[src/rtl/rxaf_pkg.sv]
package rxaf_pkg;

    localparam int DA_BYTES   = 6;
    localparam int DA_W       = DA_BYTES * 8;
    localparam int CRC_W      = 32;
    localparam int HASH_IDX_W = 6;
    localparam int HASH_LSB   = 23;
    localparam logic [CRC_W-1:0] CRC_POLY_REFL = 32'hEDB88320;
    localparam logic [CRC_W-1:0] CRC_SEED      = '1;

    typedef enum logic [1:0] {
        CLS_UNICAST   = 2'd0,
        CLS_MULTICAST = 2'd1,
        CLS_BROADCAST = 2'd2
    } da_class_e;

    typedef struct packed {
        logic ucast_en;
        logic mcast_all_en;
        logic bcast_en;
        logic hash_en;
        logic exact_en;
    } filt_cfg_t;

    // Advance a reflected CRC-32 by one byte, least significant bit first.
    function automatic logic [CRC_W-1:0] crc_step_byte(input logic [CRC_W-1:0] c,
                                                       input logic [7:0]       b);
        logic [CRC_W-1:0] r;
        r = c ^ {{(CRC_W-8){1'b0}}, b};
        for (int i = 0; i < 8; i++) begin
            r = r[0] ? ((r >> 1) ^ CRC_POLY_REFL) : (r >> 1);
        end
        return r;
    endfunction

    function automatic da_class_e classify(input logic [DA_W-1:0] a);
        if (&a)       return CLS_BROADCAST;
        else if (a[0]) return CLS_MULTICAST;
        else           return CLS_UNICAST;
    endfunction

endpackage

[src/rtl/rxaf_capture.sv]
module rxaf_capture
    import rxaf_pkg::*;
#(
    parameter int NBYTES = DA_BYTES,
    localparam int AW    = NBYTES * 8,
    localparam int CNT_W = $clog2(NBYTES + 1)
) (
    input  logic          clk,
    input  logic          rst,
    input  logic          sof,
    input  logic          vld,
    input  logic [7:0]    data,
    output logic          take,
    output logic          restart,
    output logic          last,
    output logic [AW-1:0] addr_next
);

    logic [CNT_W-1:0] cnt_q;
    logic [AW-1:0]    addr_q;
    logic [CNT_W-1:0] slot;

    always_comb begin
        restart   = vld && sof;
        take      = restart || (vld && (cnt_q < CNT_W'(NBYTES)));
        slot      = restart ? '0 : cnt_q;
        addr_next = restart ? '0 : addr_q;
        for (int i = 0; i < NBYTES; i++) begin
            if (take && (slot == CNT_W'(i))) addr_next[i*8 +: 8] = data;
        end
        last = take && (slot == CNT_W'(NBYTES - 1));
    end

    always_ff @(posedge clk) begin
        if (rst) begin
            cnt_q  <= CNT_W'(NBYTES);
            addr_q <= '0;
        end else if (take) begin
            cnt_q  <= slot + 1'b1;
            addr_q <= addr_next;
        end
    end


    cnt_bound_chk: assert property (@(posedge clk) disable iff (rst)
        cnt_q <= CNT_W'(NBYTES));

endmodule

[src/rtl/rxaf_crc.sv]
module rxaf_crc
    import rxaf_pkg::*;
(
    input  logic             clk,
    input  logic             rst,
    input  logic             restart,
    input  logic             take,
    input  logic [7:0]       data,
    output logic [CRC_W-1:0] crc_final_next
);

    logic [CRC_W-1:0] crc_q;
    logic [CRC_W-1:0] crc_next;

    always_comb begin
        crc_next = crc_q;
        if (take) crc_next = crc_step_byte(restart ? CRC_SEED : crc_q, data);
        crc_final_next = ~crc_next;
    end

    always_ff @(posedge clk) begin
        if (rst) crc_q <= CRC_SEED;
        else     crc_q <= crc_next;
    end


    crc_idle_chk: assert property (@(posedge clk) disable iff (rst)
        !take |=> $stable(crc_q));

endmodule

[src/rtl/rxaf_decide.sv]
module rxaf_decide
    import rxaf_pkg::*;
#(
    parameter int AW     = DA_W,
    parameter int IDX_W  = HASH_IDX_W,
    parameter int IDX_LO = HASH_LSB,
    localparam int TBL_HALF = (1 << IDX_W) / 2
) (
    input  logic                clk,
    input  logic                rst,
    input  logic                fire,
    input  logic                restart,
    input  logic [AW-1:0]       addr,
    input  logic [CRC_W-1:0]    crc_final,
    input  filt_cfg_t           cfg,
    input  logic [AW-1:0]       station,
    input  logic [TBL_HALF-1:0] tbl_lo,
    input  logic [TBL_HALF-1:0] tbl_hi,
    output logic                valid_o,
    output logic                accept_o
);

    da_class_e        cls;
    logic [IDX_W-1:0] idx;
    logic             tbl_bit;
    logic             exact_hit;
    logic             acc;

    always_comb begin
        cls       = classify(addr);
        idx       = crc_final[IDX_LO +: IDX_W];
        tbl_bit   = idx[IDX_W-1] ? tbl_hi[idx[IDX_W-2:0]] : tbl_lo[idx[IDX_W-2:0]];
        exact_hit = cfg.exact_en && (addr == station);
        unique case (cls)
            CLS_BROADCAST: acc = cfg.bcast_en;
            CLS_MULTICAST: acc = cfg.mcast_all_en || (cfg.hash_en && tbl_bit);
            default:       acc = cfg.ucast_en;
        endcase
        acc = acc || exact_hit;
    end

    always_ff @(posedge clk) begin
        if (rst) begin
            valid_o  <= 1'b0;
            accept_o <= 1'b0;
        end else if (fire) begin
            valid_o  <= 1'b1;
            accept_o <= acc;
        end else if (restart) begin
            valid_o  <= 1'b0;
            accept_o <= 1'b0;
        end
    end


    hold_chk: assert property (@(posedge clk) disable iff (rst)
        (valid_o && !restart && !fire) |=> (valid_o && $stable(accept_o)));


    restart_clr_chk: assert property (@(posedge clk) disable iff (rst)
        (restart && !fire) |=> (!valid_o && !accept_o));


    acc_needs_valid_chk: assert property (@(posedge clk) disable iff (rst)
        accept_o |-> valid_o);


    reset_clr_chk: assert property (@(posedge clk)
        rst |=> (!valid_o && !accept_o));

endmodule

[src/rtl/rx_addr_filter.sv]
module rx_addr_filter
    import rxaf_pkg::*;
(
    input  logic        clk,
    input  logic        rst,
    input  logic        sof_i,
    input  logic        byte_vld_i,
    input  logic [7:0]  byte_i,
    input  logic [31:0] station_lo_i,
    input  logic [15:0] station_hi_i,
    input  logic [31:0] hash_lo_i,
    input  logic [31:0] hash_hi_i,
    input  logic        ucast_en_i,
    input  logic        mcast_all_en_i,
    input  logic        bcast_en_i,
    input  logic        hash_en_i,
    input  logic        exact_en_i,
    output logic        dec_valid_o,
    output logic        accept_o
);

    logic             take;
    logic             restart;
    logic             last;
    logic [DA_W-1:0]  addr_next;
    logic [CRC_W-1:0] crc_final_next;
    filt_cfg_t        cfg;

    assign cfg = '{ucast_en:     ucast_en_i,
                   mcast_all_en: mcast_all_en_i,
                   bcast_en:     bcast_en_i,
                   hash_en:      hash_en_i,
                   exact_en:     exact_en_i};

    rxaf_capture #(.NBYTES(DA_BYTES)) u_capture (
        .clk       (clk),
        .rst       (rst),
        .sof       (sof_i),
        .vld       (byte_vld_i),
        .data      (byte_i),
        .take      (take),
        .restart   (restart),
        .last      (last),
        .addr_next (addr_next)
    );

    rxaf_crc u_crc (
        .clk            (clk),
        .rst            (rst),
        .restart        (restart),
        .take           (take),
        .data           (byte_i),
        .crc_final_next (crc_final_next)
    );

    rxaf_decide #(.AW(DA_W), .IDX_W(HASH_IDX_W), .IDX_LO(HASH_LSB)) u_decide (
        .clk       (clk),
        .rst       (rst),
        .fire      (last),
        .restart   (restart),
        .addr      (addr_next),
        .crc_final (crc_final_next),
        .cfg       (cfg),
        .station   ({station_hi_i, station_lo_i}),
        .tbl_lo    (hash_lo_i),
        .tbl_hi    (hash_hi_i),
        .valid_o   (dec_valid_o),
        .accept_o  (accept_o)
    );

endmodule

[config.mk]
export PLATFORM = sky130hd
export DESIGN_NAME = rx_addr_filter
export DESIGN_NICKNAME = d
export VERILOG_FILES = /design/src/rtl/rxaf_pkg.sv /design/src/rtl/rxaf_capture.sv /design/src/rtl/rxaf_crc.sv /design/src/rtl/rxaf_decide.sv /design/src/rtl/rx_addr_filter.sv
export SDC_FILE = /design/constraint.sdc
export NUM_CORES = 1
export LEC_CHECK = 0
export CORE_MARGIN = 10
export CORE_UTILIZATION = 30
export CTS_BUF_LIST = sky130_fd_sc_hd__clkbuf_16
export CTS_CLUSTER_SIZE = 28
export DETAILED_ROUTE_END_ITERATION = 12
export DONT_BUFFER_PORTS = 1
export SKIP_LAST_GASP = 1
export SLEW_MARGIN = 20
export SYNTH_ARGS = -nofsm -noshare
export SYNTH_HDL_FRONTEND = slang
export SYNTH_SLANG_ARGS = --single-unit
[constraint.sdc]
create_clock -name clk -period 5.1 [get_ports clk]
set_clock_uncertainty 0.2 [all_clocks]
set_input_delay 0.51 -clock clk [delete_from_list [all_inputs] [get_ports clk]]
set_output_delay 0.51 -clock clk [all_outputs]
set_load 0.02 [all_outputs]
==> load_flow_metrics.sql, run 1 <==
INSERT INTO impl_metrics (metric_group, metric, value, unit) VALUES
('timing', 'clock.fmax', '236', 'MHz'),
('critical_path', 'highest_cell_delay_on_the_worst_timing_path', '560', 'ps'),
('clock_network', 'cts.path.max_buffers', '2', ''),
('placement', 'port-buffer-count', '0', ''),
('critical_path', 'critical_path_peak_fanout', '22', ''),
('critical_path', 'crit_path_launch_type', 'primary input', ''),
('route', 'vias', '5224', ''),
('route', 'drtIter0Drc', '470', ''),
('synthesis', 'synthTopCellsByCount', 'sky130_fd_sc_hd__nor2_1 (103), sky130_fd_sc_hd__xnor2_1 (90), sky130_fd_sc_hd__dfxtp_1 (85)', ''),
('global_route', 'grt-ovfl-total', '0', ''),
('timing', 'finalCritPeriodShare', '0.829', ''),
('clock_network', 'path_clk_slew', '60', 'ps'),
('pwr', 'total_power', '2.41', 'mW'),
('synthesis', 'synth_edf_count', '0', ''),
('synthesis', 'synth_flop_cell', 'sky130_fd_sc_hd__dfxtp_1', ''),
('clock_network', 'cts-htree-levels', '3', ''),
('min_path', 'holdPathEnd', 'u_capture.addr_q[18]', ''),
('finish', 'diodes', '0', ''),
('die', 'core_area', '20400', 'sq um'),
('clock_network', 'postCtsResizedCells', '0', ''),
('finish', 'final_net_count', '834', ''),
('min_path', 'holdPathStages', '1', ''),
('global_route', 'grt_pass1_vias', '5091', ''),
('placement', 'routabilityCongestion', '0.834', ''),
('synthesis', 'post-synth-top-count-cell', 'sky130_fd_sc_hd__nor2_1', ''),
('synthesis', 'synthDominantCellAreaShare', '0.273', ''),
('placement', 'dpl.hpwl', '14100', 'um'),
('clock_network', 'post_cts_hold_buffers', '0', ''),
('clock_network', 'post_cts_setup_repair_bufs', '0', ''),
('critical_path', 'ff2ff_setup_slack', '900', 'ps'),
('critical_path', 'critical_path_class', 'primary input to flop', ''),
('synthesis', 'postSynthNetCount', '868', ''),
('synthesis', 'flops_latches_synth', '85', ''),
('route', 'wire_per_inst', '19.3', 'um'),
('route', 'route.detailed.vias_per_inst', '5.36', ''),
('timing', 'rsz0062_at_grt', 'no', ''),
('pwr', 'vdd.ir_drop.worst', '0.000195', 'V'),
('synthesis', 'yosysSeqAreaShare', '0.273', ''),
('finish', 'final_layout_size_suffix_gt1_frac', '0.0837', ''),
('global_route', 'number_of_antenna_violations_at_the_first_check_in_global_routing', '0', ''),
('timing', 'worst_pin_slew', '873', 'ps'),
('outcome', 'outcome', 'completed', ''),
('critical_path', 'critical_path_top_delay_cell', 'sky130_fd_sc_hd__nor4_1', ''),
('finish', 'post-route-util', '0.327', ''),
('global_route', 'globalRouteMet1Util', '0.180', ''),
('die', 'die_area', '27000', 'sq um'),
('critical_path', 'setup.worst_path.end_class', 'flop', ''),
('global_route', 'grt-busiest-layer', 'met2', ''),
('synthesis', 'synth.cell_area', '6240', 'sq um'),
('global_route', 'pin_count_of_the_biggest_net_entering_global_routing', '86', ''),
('global_route', 'grt_util_met3', '0.0358', ''),
('synthesis', 'cells_after_synthesis', '734', ''),
('die', 'floorplan.die.height', '164', 'um'),
('critical_path', 'worstPathRequired', '5150', 'ps'),
('route', 'postRouteAntennaNets', '0', ''),
('timing', 'aggregate_negative_setup_slack', '0', 'ps'),
('pwr', 'power_density', '362', 'nW/um^2'),
('timing', 'max_slew_headroom_at_the_worst_pin', '0.418', ''),
('flow_run', 'max-cap-violations', '0', ''),
('clock_network', 'worstSkewPairLatency', '350', 'ps'),
('finish', 'syn_to_final_growth', '6.80', '%'),
('critical_path', 'timing.critical_path.cells', 'nand2_2 -> and2_1 -> ha_1 -> ha_1 -> nand3_1 -> and3_1 -> a31oi_1 -> xnor2_1 -> nor4_1 -> nand4_1 -> nor4_1 -> a211oi_1 -> nor2b_1 -> a2111oi_2', ''),
('critical_path', 'crit-reg2reg-capture', 'u_decide.accept_o', ''),
('synthesis', 'postSynthAreaPerCell', '8.50', 'sq um'),
('route', 'totalWireLength', '18800', 'um'),
('global_route', 'met2_capacity_usage_during_global_routing', '0.219', ''),
('synthesis', 'ys_types', '76', ''),
('global_route', 'track_usage', '0.138', ''),
('timing', 'final-max-slew-violation-count', '0', ''),
('route', 'drcViolationCount', '0', ''),
('global_route', 'grt_pass1_wl', '29600', 'um');
cells by family (layout without fill, tap and decap cells):
| kind of cell | Yosys count | after routing | share of synthesized area |
|---|---|---|---|
| mux | 25 | 25 | 0.0419 |
| flops | 85 | 85 | 0.273 |
| simple gates | 249 | 249 | 0.195 |
| buf+inv | 65 | 36 | 0.0525 |
| compound gates | 169 | 169 | 0.216 |
| fa+ha+maj | 5 | 5 | 0.0100 |
| xor+xnor | 136 | 136 | 0.212 |
per-layer routing:
metal / vias to the layer above / wire [um]
li1: 2550 / -
met3: 20 / 1510
met5: - / 0
met2: 190 / 8660
met4: 0 / 280
met1: 2464 / 8380
layout by cell type (no fill, tap or decap), types with 4 or more instances in the layout:
cell,Yosys,final
sky130_fd_sc_hd__xnor2_1,90,90
sky130_fd_sc_hd__and2_1,9,9
sky130_fd_sc_hd__a21oi_1,30,30
sky130_fd_sc_hd__a22oi_1,22,22
sky130_fd_sc_hd__a211o_1,25,25
sky130_fd_sc_hd__a211oi_1,14,14
sky130_fd_sc_hd__o211ai_1,4,4
sky130_fd_sc_hd__clkbuf_16,0,9
sky130_fd_sc_hd__nand2_1,35,34
sky130_fd_sc_hd__nand3_1,11,11
sky130_fd_sc_hd__inv_1,10,11
sky130_fd_sc_hd__nand2b_1,9,9
sky130_fd_sc_hd__o21ai_1,6,6
sky130_fd_sc_hd__and3_1,21,21
sky130_fd_sc_hd__ha_1,5,5
sky130_fd_sc_hd__xor2_1,36,36
sky130_fd_sc_hd__nor2b_1,9,9
sky130_fd_sc_hd__xnor3_1,4,4
sky130_fd_sc_hd__o21a_1,4,4
sky130_fd_sc_hd__a22o_1,6,6
sky130_fd_sc_hd__dfxtp_1,85,85
sky130_fd_sc_hd__o2111a_1,5,5
sky130_fd_sc_hd__mux2i_1,21,21
sky130_fd_sc_hd__a31oi_1,7,7
sky130_fd_sc_hd__o21ai_0,5,5
sky130_fd_sc_hd__nor4_1,16,16
sky130_fd_sc_hd__buf_4,3,10
sky130_fd_sc_hd__nor2_1,103,103
sky130_fd_sc_hd__nand4_1,10,10
sky130_fd_sc_hd__nor3_1,8,8
final cells by class:
cell class / instances / area (sq um)
clock inverters: 7 / 73.8
fillers: 2173 / 13700
inverters: 10 / 37.5
repair buffers: 10 / 75.1
multi-input cells: 584 / 4210
clock buffers: 9 / 225
well taps: 270 / 338
flip-flops and latches: 85 / 1700
metrics by stage:
stage                     instance area (sq um)  std cells  hold slack [ps]
final                                      6660        975             37.5
after global routing                       6660        975             24.2
after CTS                                  6660        975             42.0
after detailed placement                   6360        959              250
after global placement                     6360        959              247
after floorplan                            6240        734              236
worst max path at each step:
stage / startpoint / endpoint / slack [ps] / cells past startpoint
floorplan: byte_vld_i / u_decide.accept_o / 980 / 18
global route: byte_vld_i / u_decide.accept_o / 560 / 15
detailed placement: byte_vld_i / u_decide.accept_o / 590 / 14
global placement: byte_vld_i / u_decide.accept_o / 580 / 14
CTS: flop / u_decide.accept_o / 870 / 12
finish: byte_vld_i / u_decide.accept_o / 870 / 14
critical path, delay by kind of cell:
| kind | cells | cell delay (ps) |
|---|---|---|
| AO/OA/AOI/OAI | 3 | 670 |
| XOR/XNOR | 1 | 110 |
| adder cells (fa/ha/maj) | 2 | 500 |
| AND/OR/NAND/NOR | 8 | 2490 |
where the power goes:
part	switching, mW	leakage [nW]	total, mW	internal, mW
Combinational	0.522	1.64	0.992	0.470
Clock	0.294	0.140	0.675	0.381
Sequential	0.0399	0.694	0.748	0.708
Total	0.855	2.47	2.41	1.56
No activity file was read; power rests on OpenSTA's default activity.
==> inputs of run 2 (changes only) <==
==> constraint.sdc (replaced) <==
create_clock -name clk -period 4.4 [get_ports clk]
set_clock_uncertainty 0.2 [all_clocks]
set_input_delay 0.44 -clock clk [delete_from_list [all_inputs] [get_ports clk]]
set_output_delay 0.44 -clock clk [all_outputs]
set_load 0.02 [all_outputs]
==> load_flow_metrics.sql, run 2 (synthesis results as in run 1) <==
INSERT INTO impl_metrics (metric_group, metric, value, unit) VALUES
('finish', 'finalInstanceArea', '6790', 'sq um'),
('critical_path', 'ff2ff_setup_slack', '350', 'ps'),
('global_route', 'track_usage', '0.143', ''),
('die', 'rows', '52', ''),
('die', 'floorplan.die.height', '164', 'um'),
('critical_path', 'worstRegToRegCells', '11', ''),
('min_path', 'holdPathEnd', 'u_capture.cnt_q[1]', ''),
('critical_path', 'crit_path_launch_type', 'flop', ''),
('critical_path', 'timing.critical_path.cells', 'xnor3_1 -> and3_4 -> o211a_4 -> or2_1 -> o211ai_4 -> a211oi_1 -> o211ai_1 -> o31ai_1 -> a2111oi_2 -> o21ai_1 -> a2111oi_2', ''),
('finish', 'syn_to_final_growth', '8.82', '%'),
('timing', 'postLayoutSetupSlackWorst', '348', 'ps'),
('timing', 'aggregate_negative_setup_slack', '0', 'ps'),
('pwr', 'vdd.ir_drop.worst', '0.000225', 'V'),
('clock_network', 'inserted_clock_buffers', '9', ''),
('critical_path', 'cp.buffers_inverters', '0', ''),
('placement', 'port-buffer-count', '0', ''),
('timing', 'timing.final.setup_violations', '0', ''),
('route', 'vias', '5234', ''),
('finish', 'diodes', '0', ''),
('global_route', 'grt_pass1_vias', '5193', ''),
('placement', 'dpl.hpwl', '14400', 'um'),
('finish', 'most-common-layout-cells', 'sky130_fd_sc_hd__nor2_1 (103), sky130_fd_sc_hd__xnor2_1 (90), sky130_fd_sc_hd__dfxtp_1 (85)', ''),
('placement', 'place_worst_setup_slack', '313', 'ps'),
('route', 'drtIter0Drc', '505', ''),
('route', 'drcViolationCount', '0', ''),
('finish', 'n_fill_cell', '2146', ''),
('placement', 'placedInstanceArea', '6440', 'sq um'),
('die', 'core_area', '20400', 'sq um'),
('route', 'route.detailed.vias_per_inst', '5.30', ''),
('timing', 'final-max-slew-violation-count', '0', ''),
('critical_path', 'crit-reg2reg-capture', 'u_decide.accept_o', ''),
('finish', 'finish.cell_count_without_fillers', '987', ''),
('min_path', 'holdPathStages', '2', ''),
('global_route', 'pin_count_of_the_biggest_net_entering_global_routing', '60', ''),
('route', 'postRouteAntennaNets', '0', ''),
('critical_path', 'cp_common_cell', 'sky130_fd_sc_hd__a2111oi_2', ''),
('placement', 'place_inst', '968', ''),
('clock_network', 'clock_tree.root_cell', 'sky130_fd_sc_hd__clkbuf_16', ''),
('global_route', 'grt-ovfl-total', '0', ''),
('clock_network', 'cts-htree-levels', '3', ''),
('outcome', 'outcome', 'completed', ''),
('flow_run', 'max-cap-violations', '0', ''),
('placement', 'routabilityCongestion', '0.832', ''),
('pwr', 'power_density', '418', 'nW/um^2'),
('die', 'die_area', '27000', 'sq um'),
('clock_network', 'numClockSinks', '85', ''),
('finish', 'final_layout_size_suffix_gt1_frac', '0.0948', ''),
('critical_path', 'setup.worst_path.end_class', 'flop', ''),
('finish', 'post-route-util', '0.333', ''),
('timing', 'min_period', '4050', 'ps'),
('route', 'drtPass1Iterations', '5', ''),
('clock_network', 'cts_tree', 'yes', ''),
('route', 'wire_per_inst', '19.7', 'um'),
('timing', 'max_slew_headroom_at_the_worst_pin', '0.218', ''),
('global_route', 'grt_pass1_wl', '30300', 'um'),
('critical_path', 'arrival', '4110', 'ps'),
('timing', 'finalHoldViolCount', '0', ''),
('timing', 'finalCritPeriodShare', '0.921', ''),
('critical_path', 'cp_top_family', 'compound AO/OA/AOI/OAI gates', ''),
('timing', 'tightest_hold_margin', '30.8', 'ps'),
('clock_network', 'worstSkewPairLatency', '360', 'ps'),
('pwr', 'power.leakage', '2.55', 'nW'),
('timing', 'clock.fmax', '247', 'MHz'),
('critical_path', 'critical_path_peak_fanout', '17', ''),
('timing', 'worst_pin_slew', '1170', 'ps'),
('critical_path', 'critical_path_class', 'flop to flop', ''),
('pwr', 'total_power', '2.84', 'mW'),
('critical_path', 'critical_path_top_delay_cell', 'sky130_fd_sc_hd__dfxtp_1', ''),
('die', 'chipWidth', '164', 'um'),
('clock_network', 'path_clk_slew', '70', 'ps'),
('route', 'totalWireLength', '19400', 'um'),
('critical_path', 'worstPathRequired', '4460', 'ps'),
('critical_path', 'highest_cell_delay_on_the_worst_timing_path', '530', 'ps'),
('clock_network', 'cts.path.max_buffers', '2', ''),
('finish', 'mostFrequentLayoutCell', 'sky130_fd_sc_hd__nor2_1', ''),
('die', 'floorplan.initialDensity', '0.306', ''),
('timing', 'rsz0062_at_grt', 'no', ''),
('global_route', 'number_of_antenna_violations_at_the_first_check_in_global_routing', '0', ''),
('min_path', 'min-delay-path-class', 'primary input to flop', ''),
('finish', 'final_net_count', '846', ''),
('min_path', 'min_from', 'byte_vld_i', ''),
('die', 'floorplan.io_pins', '131', '');
[run 2: cell count changes in the layout (fill, tap and decap cells not counted)]
cell / before / now
sky130_fd_sc_hd__buf_12: 0 / 1
sky130_fd_sc_hd__buf_16: 0 / 1
sky130_fd_sc_hd__buf_4: 10 / 18
sky130_fd_sc_hd__clkinv_1: 0 / 2
sky130_fd_sc_hd__clkinv_4: 0 / 2
sky130_fd_sc_hd__clkinvlp_4: 3 / 0
sky130_fd_sc_hd__dlygate4sd3_1: 0 / 2
sky130_fd_sc_hd__inv_1: 11 / 10
[run 2: what timing repair did]
action,4_1_cts,5_1_grt
resized for setup,0,0
endpoints found under the hold margin,59,0
buffers inserted,0,0
hold buffers,3,0
[run 2: layout make-up]
| class | instances | area [sq um] | share of cell area |
|---|---|---|---|
| flip-flops and latches | 85 | 1700 | 0.251 |
| clock buffers | 9 | 225 | 0.0332 |
| inverters | 10 | 37.5 | 0.00553 |
| well taps | 270 | 338 | 0.0498 |
| multi-input cells | 584 | 4210 | 0.620 |
| repair buffers | 22 | 203 | 0.0299 |
| clock inverters | 7 | 72.6 | 0.0107 |
[run 2: worst reg2reg max path, stage by stage, from the launching register on]
cell                        delay (ps)
sky130_fd_sc_hd__dfxtp_1           530
sky130_fd_sc_hd__xnor3_1           480
sky130_fd_sc_hd__and3_4            200
sky130_fd_sc_hd__o211a_4           240
sky130_fd_sc_hd__or2_1             320
sky130_fd_sc_hd__o211ai_4          520
sky130_fd_sc_hd__a211oi_1          160
sky130_fd_sc_hd__o211ai_1          240
sky130_fd_sc_hd__o31ai_1           120
sky130_fd_sc_hd__a2111oi_2         360
sky130_fd_sc_hd__o21ai_1           220
sky130_fd_sc_hd__a2111oi_2         380
[run 2: worst max path at each step]
stage	startpoint	to	slack (ps)	cells after the start
after floorplan	byte_vld_i	u_decide.accept_o	350	18
final	flop	u_decide.accept_o	350	11
after detailed placement	byte_vld_i	u_decide.accept_o	310	11
after global routing	flop	u_decide.accept_o	100	11
after global placement	byte_vld_i	u_decide.accept_o	390	11
after CTS	flop	u_decide.accept_o	300	11
[run 2: metal layers]
| layer | vias up | global-route usage | wire length (um) | part of all wire |
|---|---|---|---|---|
| met5 | - | 0 | 0 | 0 |
| met4 | 0 | 0.0504 | 348 | 0.018 |
| met3 | 27 | 0.0463 | 1580 | 0.081 |
| met2 | 186 | 0.220 | 8920 | 0.46 |
| met1 | 2458 | 0.183 | 8550 | 0.44 |
| li1 | 2563 | - | - | - |
[run 2: report_power, final]
group	total [mW]	internal [mW]	switching, mW
combinational	1.18	0.556	0.628
clock	0.787	0.442	0.345
sequential	0.867	0.821	0.0461
total	2.84	1.82	1.02
==> inputs of run 3 (changes only) <==
--- a/config.mk
+++ b/config.mk
@@ -11,6 +11,7 @@
 export CTS_CLUSTER_SIZE = 28
 export DETAILED_ROUTE_END_ITERATION = 12
 export DONT_BUFFER_PORTS = 1
+export SKIP_CTS_REPAIR_TIMING = 1
 export SKIP_LAST_GASP = 1
 export SLEW_MARGIN = 20
 export SYNTH_ARGS = -nofsm -noshare
==> constraint.sdc (replaced) <==
create_clock -name clk -period 3.33 [get_ports clk]
set_clock_uncertainty 0.2 [all_clocks]
set_input_delay 0.333 -clock clk [delete_from_list [all_inputs] [get_ports clk]]
set_output_delay 0.333 -clock clk [all_outputs]
set_load 0.02 [all_outputs]
==> load_flow_metrics.sql, run 3 (synthesis results as in run 1) <==
INSERT INTO impl_metrics (metric_group, metric, value, unit) VALUES
('outcome', 'failed_checks', 'negative hold slack, negative setup slack', ''),
('route', 'drtPass1Iterations', '6', ''),
('route', 'totalWireLength', '21200', 'um'),
('clock_network', 'inserted_clock_buffers', '9', ''),
('timing', 'max_slew_headroom_at_the_worst_pin', '0.583', ''),
('die', 'chipWidth', '164', 'um'),
('global_route', 'grt_pass1_vias', '5620', ''),
('route', 'wire_per_inst', '17.9', 'um'),
('finish', 'diodes', '0', ''),
('global_route', 'globalRouteMet1Util', '0.197', ''),
('pwr', 'power.leakage', '3.51', 'nW'),
('clock_network', 'clock_tree.root_cell', 'sky130_fd_sc_hd__clkbuf_16', ''),
('timing', 'timing.final.setup_violations', '1', ''),
('timing', 'finalHoldViolCount', '2', ''),
('critical_path', 'critical_path_peak_fanout', '8', ''),
('finish', 'finish.cell_count_without_fillers', '1180', ''),
('timing', 'tightest_hold_margin', '-122', 'ps'),
('die', 'floorplan.die.height', '164', 'um'),
('global_route', 'track_usage', '0.147', ''),
('global_route', 'grt-ovfl-total', '0', ''),
('timing', 'finalCritPeriodShare', '1.03', ''),
('global_route', 'met2_capacity_usage_during_global_routing', '0.227', ''),
('die', 'floorplan.io_pins', '131', ''),
('flow_run', 'max-cap-violations', '0', ''),
('timing', 'clock.fmax', '291', 'MHz'),
('clock_network', 'path_clk_slew', '70', 'ps'),
('timing', 'worst_pin_slew', '622', 'ps'),
('clock_network', 'worstSkewPairLatency', '350', 'ps'),
('critical_path', 'ff2ff_setup_slack', '-110', 'ps'),
('global_route', 'grt_util_met3', '0.0436', ''),
('placement', 'routabilityCongestion', '0.868', ''),
('timing', 'final-max-slew-violation-count', '0', ''),
('min_path', 'min-delay-path-class', 'primary input to flop', ''),
('placement', 'placedInstanceArea', '7450', 'sq um'),
('clock_network', 'cts.path.max_buffers', '2', ''),
('critical_path', 'arrival', '3500', 'ps'),
('finish', 'syn_to_final_growth', '38.9', '%'),
('timing', 'postLayoutSetupSlackWorst', '-110', 'ps'),
('finish', 'final_layout_size_suffix_gt1_frac', '0.235', ''),
('critical_path', 'worstPathRequired', '3390', 'ps'),
('route', 'postRouteAntennaNets', '0', ''),
('die', 'die_area', '27000', 'sq um'),
('pwr', 'vdd.ir_drop.worst', '0.000313', 'V'),
('critical_path', 'critical_path_class', 'flop to flop', ''),
('global_route', 'grt-busiest-layer', 'met2', ''),
('die', 'rows', '52', ''),
('timing', 'min_period', '3440', 'ps'),
('route', 'drcViolationCount', '0', ''),
('route', 'vias', '6032', ''),
('route', 'drtIter0Drc', '458', ''),
('route', 'route.detailed.vias_per_inst', '5.11', ''),
('critical_path', 'crit_path_launch_type', 'flop', ''),
('outcome', 'outcome', 'finished, violations left', ''),
('die', 'core_area', '20400', 'sq um'),
('global_route', 'number_of_antenna_violations_at_the_first_check_in_global_routing', '0', ''),
('finish', 'n_fill_cell', '2006', ''),
('clock_network', 'cts-htree-levels', '3', ''),
('critical_path', 'setup.worst_path.end_class', 'flop', ''),
('global_route', 'pin_count_of_the_biggest_net_entering_global_routing', '86', ''),
('clock_network', 'numClockSinks', '85', ''),
('finish', 'mostFrequentLayoutCell', 'sky130_fd_sc_hd__buf_4', ''),
('placement', 'place_inst', '1077', ''),
('finish', 'most-common-layout-cells', 'sky130_fd_sc_hd__buf_4 (129), sky130_fd_sc_hd__nor2_1 (103), sky130_fd_sc_hd__xnor2_1 (88)', ''),
('global_route', 'grt_pass1_wl', '31300', 'um'),
('finish', 'final_net_count', '1039', ''),
('timing', 'rsz0062_at_grt', 'yes', ''),
('placement', 'port-buffer-count', '0', ''),
('pwr', 'power_density', '482', 'nW/um^2'),
('die', 'floorplan.initialDensity', '0.306', ''),
('placement', 'dpl.hpwl', '15300', 'um'),
('clock_network', 'cts_tree', 'yes', ''),
('finish', 'finalInstanceArea', '8670', 'sq um');
==> run 3: cell count changes in the layout (fill, tap and decap cells not counted), sizes merged <==
cell         delta
clkinvlp        +1
dlygate4sd3    +81
buf           +112
clkinv          -1
==> run 3: layout make-up <==
cell class | count | area, sq um | area share
clock buffer | 9 | 225 | 0.0260
clock inverter | 7 | 73.8 | 0.00851
inverter | 10 | 37.5 | 0.00433
multi-input combinational | 584 | 4430 | 0.511
sequential | 85 | 1700 | 0.197
tap | 270 | 338 | 0.0390
timing repair buffer | 215 | 1860 | 0.214
==> run 3: worst max-delay path, cell delays in order (launching register included) <==
cell and delay, ps:
sky130_fd_sc_hd__dfxtp_1 390, sky130_fd_sc_hd__xor2_1 230, sky130_fd_sc_hd__and3_1 250, sky130_fd_sc_hd__buf_4 140, sky130_fd_sc_hd__a211oi_4 50, sky130_fd_sc_hd__or3_1 450
sky130_fd_sc_hd__o211ai_4 290, sky130_fd_sc_hd__buf_4 180, sky130_fd_sc_hd__a211oi_1 80, sky130_fd_sc_hd__a311oi_2 240, sky130_fd_sc_hd__a211oi_1 70, sky130_fd_sc_hd__nor4_1 330
sky130_fd_sc_hd__o21ai_2 140, sky130_fd_sc_hd__a2111oi_4 290
==> run 3: final timing paths <==
check / cells after the start / startpoint / end
setup / recovery: 13 / flop / u_decide.accept_o
hold / removal: 1 / rst / u_capture.addr_q[11]
setup reg to reg: 13 / flop / u_decide.accept_o
hold reg to reg: 3 / u_capture.addr_q[11] / u_capture.addr_q[11]
==> run 3: metrics by stage <==
stage / total power, mW / setup WS [ps] / TNS [ps] / utilization
after detailed placement: 2.99 / -214 / -214 / 0.366
after global placement: 2.97 / -190 / -190 / 0.366
after CTS: 4.04 / -252 / -252 / 0.381
after global routing: 4.42 / -328 / -328 / 0.426
after floorplan: 2.56 / -36.6 / -36.6 / -
final: 4.18 / -110 / -110 / 0.426
==> run 3: where the power goes <==
group / internal [mW] / leakage, nW / switching, mW
Clock: 0.586 / 0.143 / 0.465
Combinational: 1.07 / 2.67 / 0.920
Sequential: 1.08 / 0.693 / 0.0542
==> run 3: per-layer routing <==
| metal | share of wire | wire length, um | vias up |
|---|---|---|---|
| met5 | 0 | 0 | - |
| met4 | 0.010 | 213 | 0 |
| met3 | 0.082 | 1740 | 13 |
| met2 | 0.46 | 9760 | 201 |
| met1 | 0.45 | 9460 | 2865 |
| li1 | - | - | 2953 |
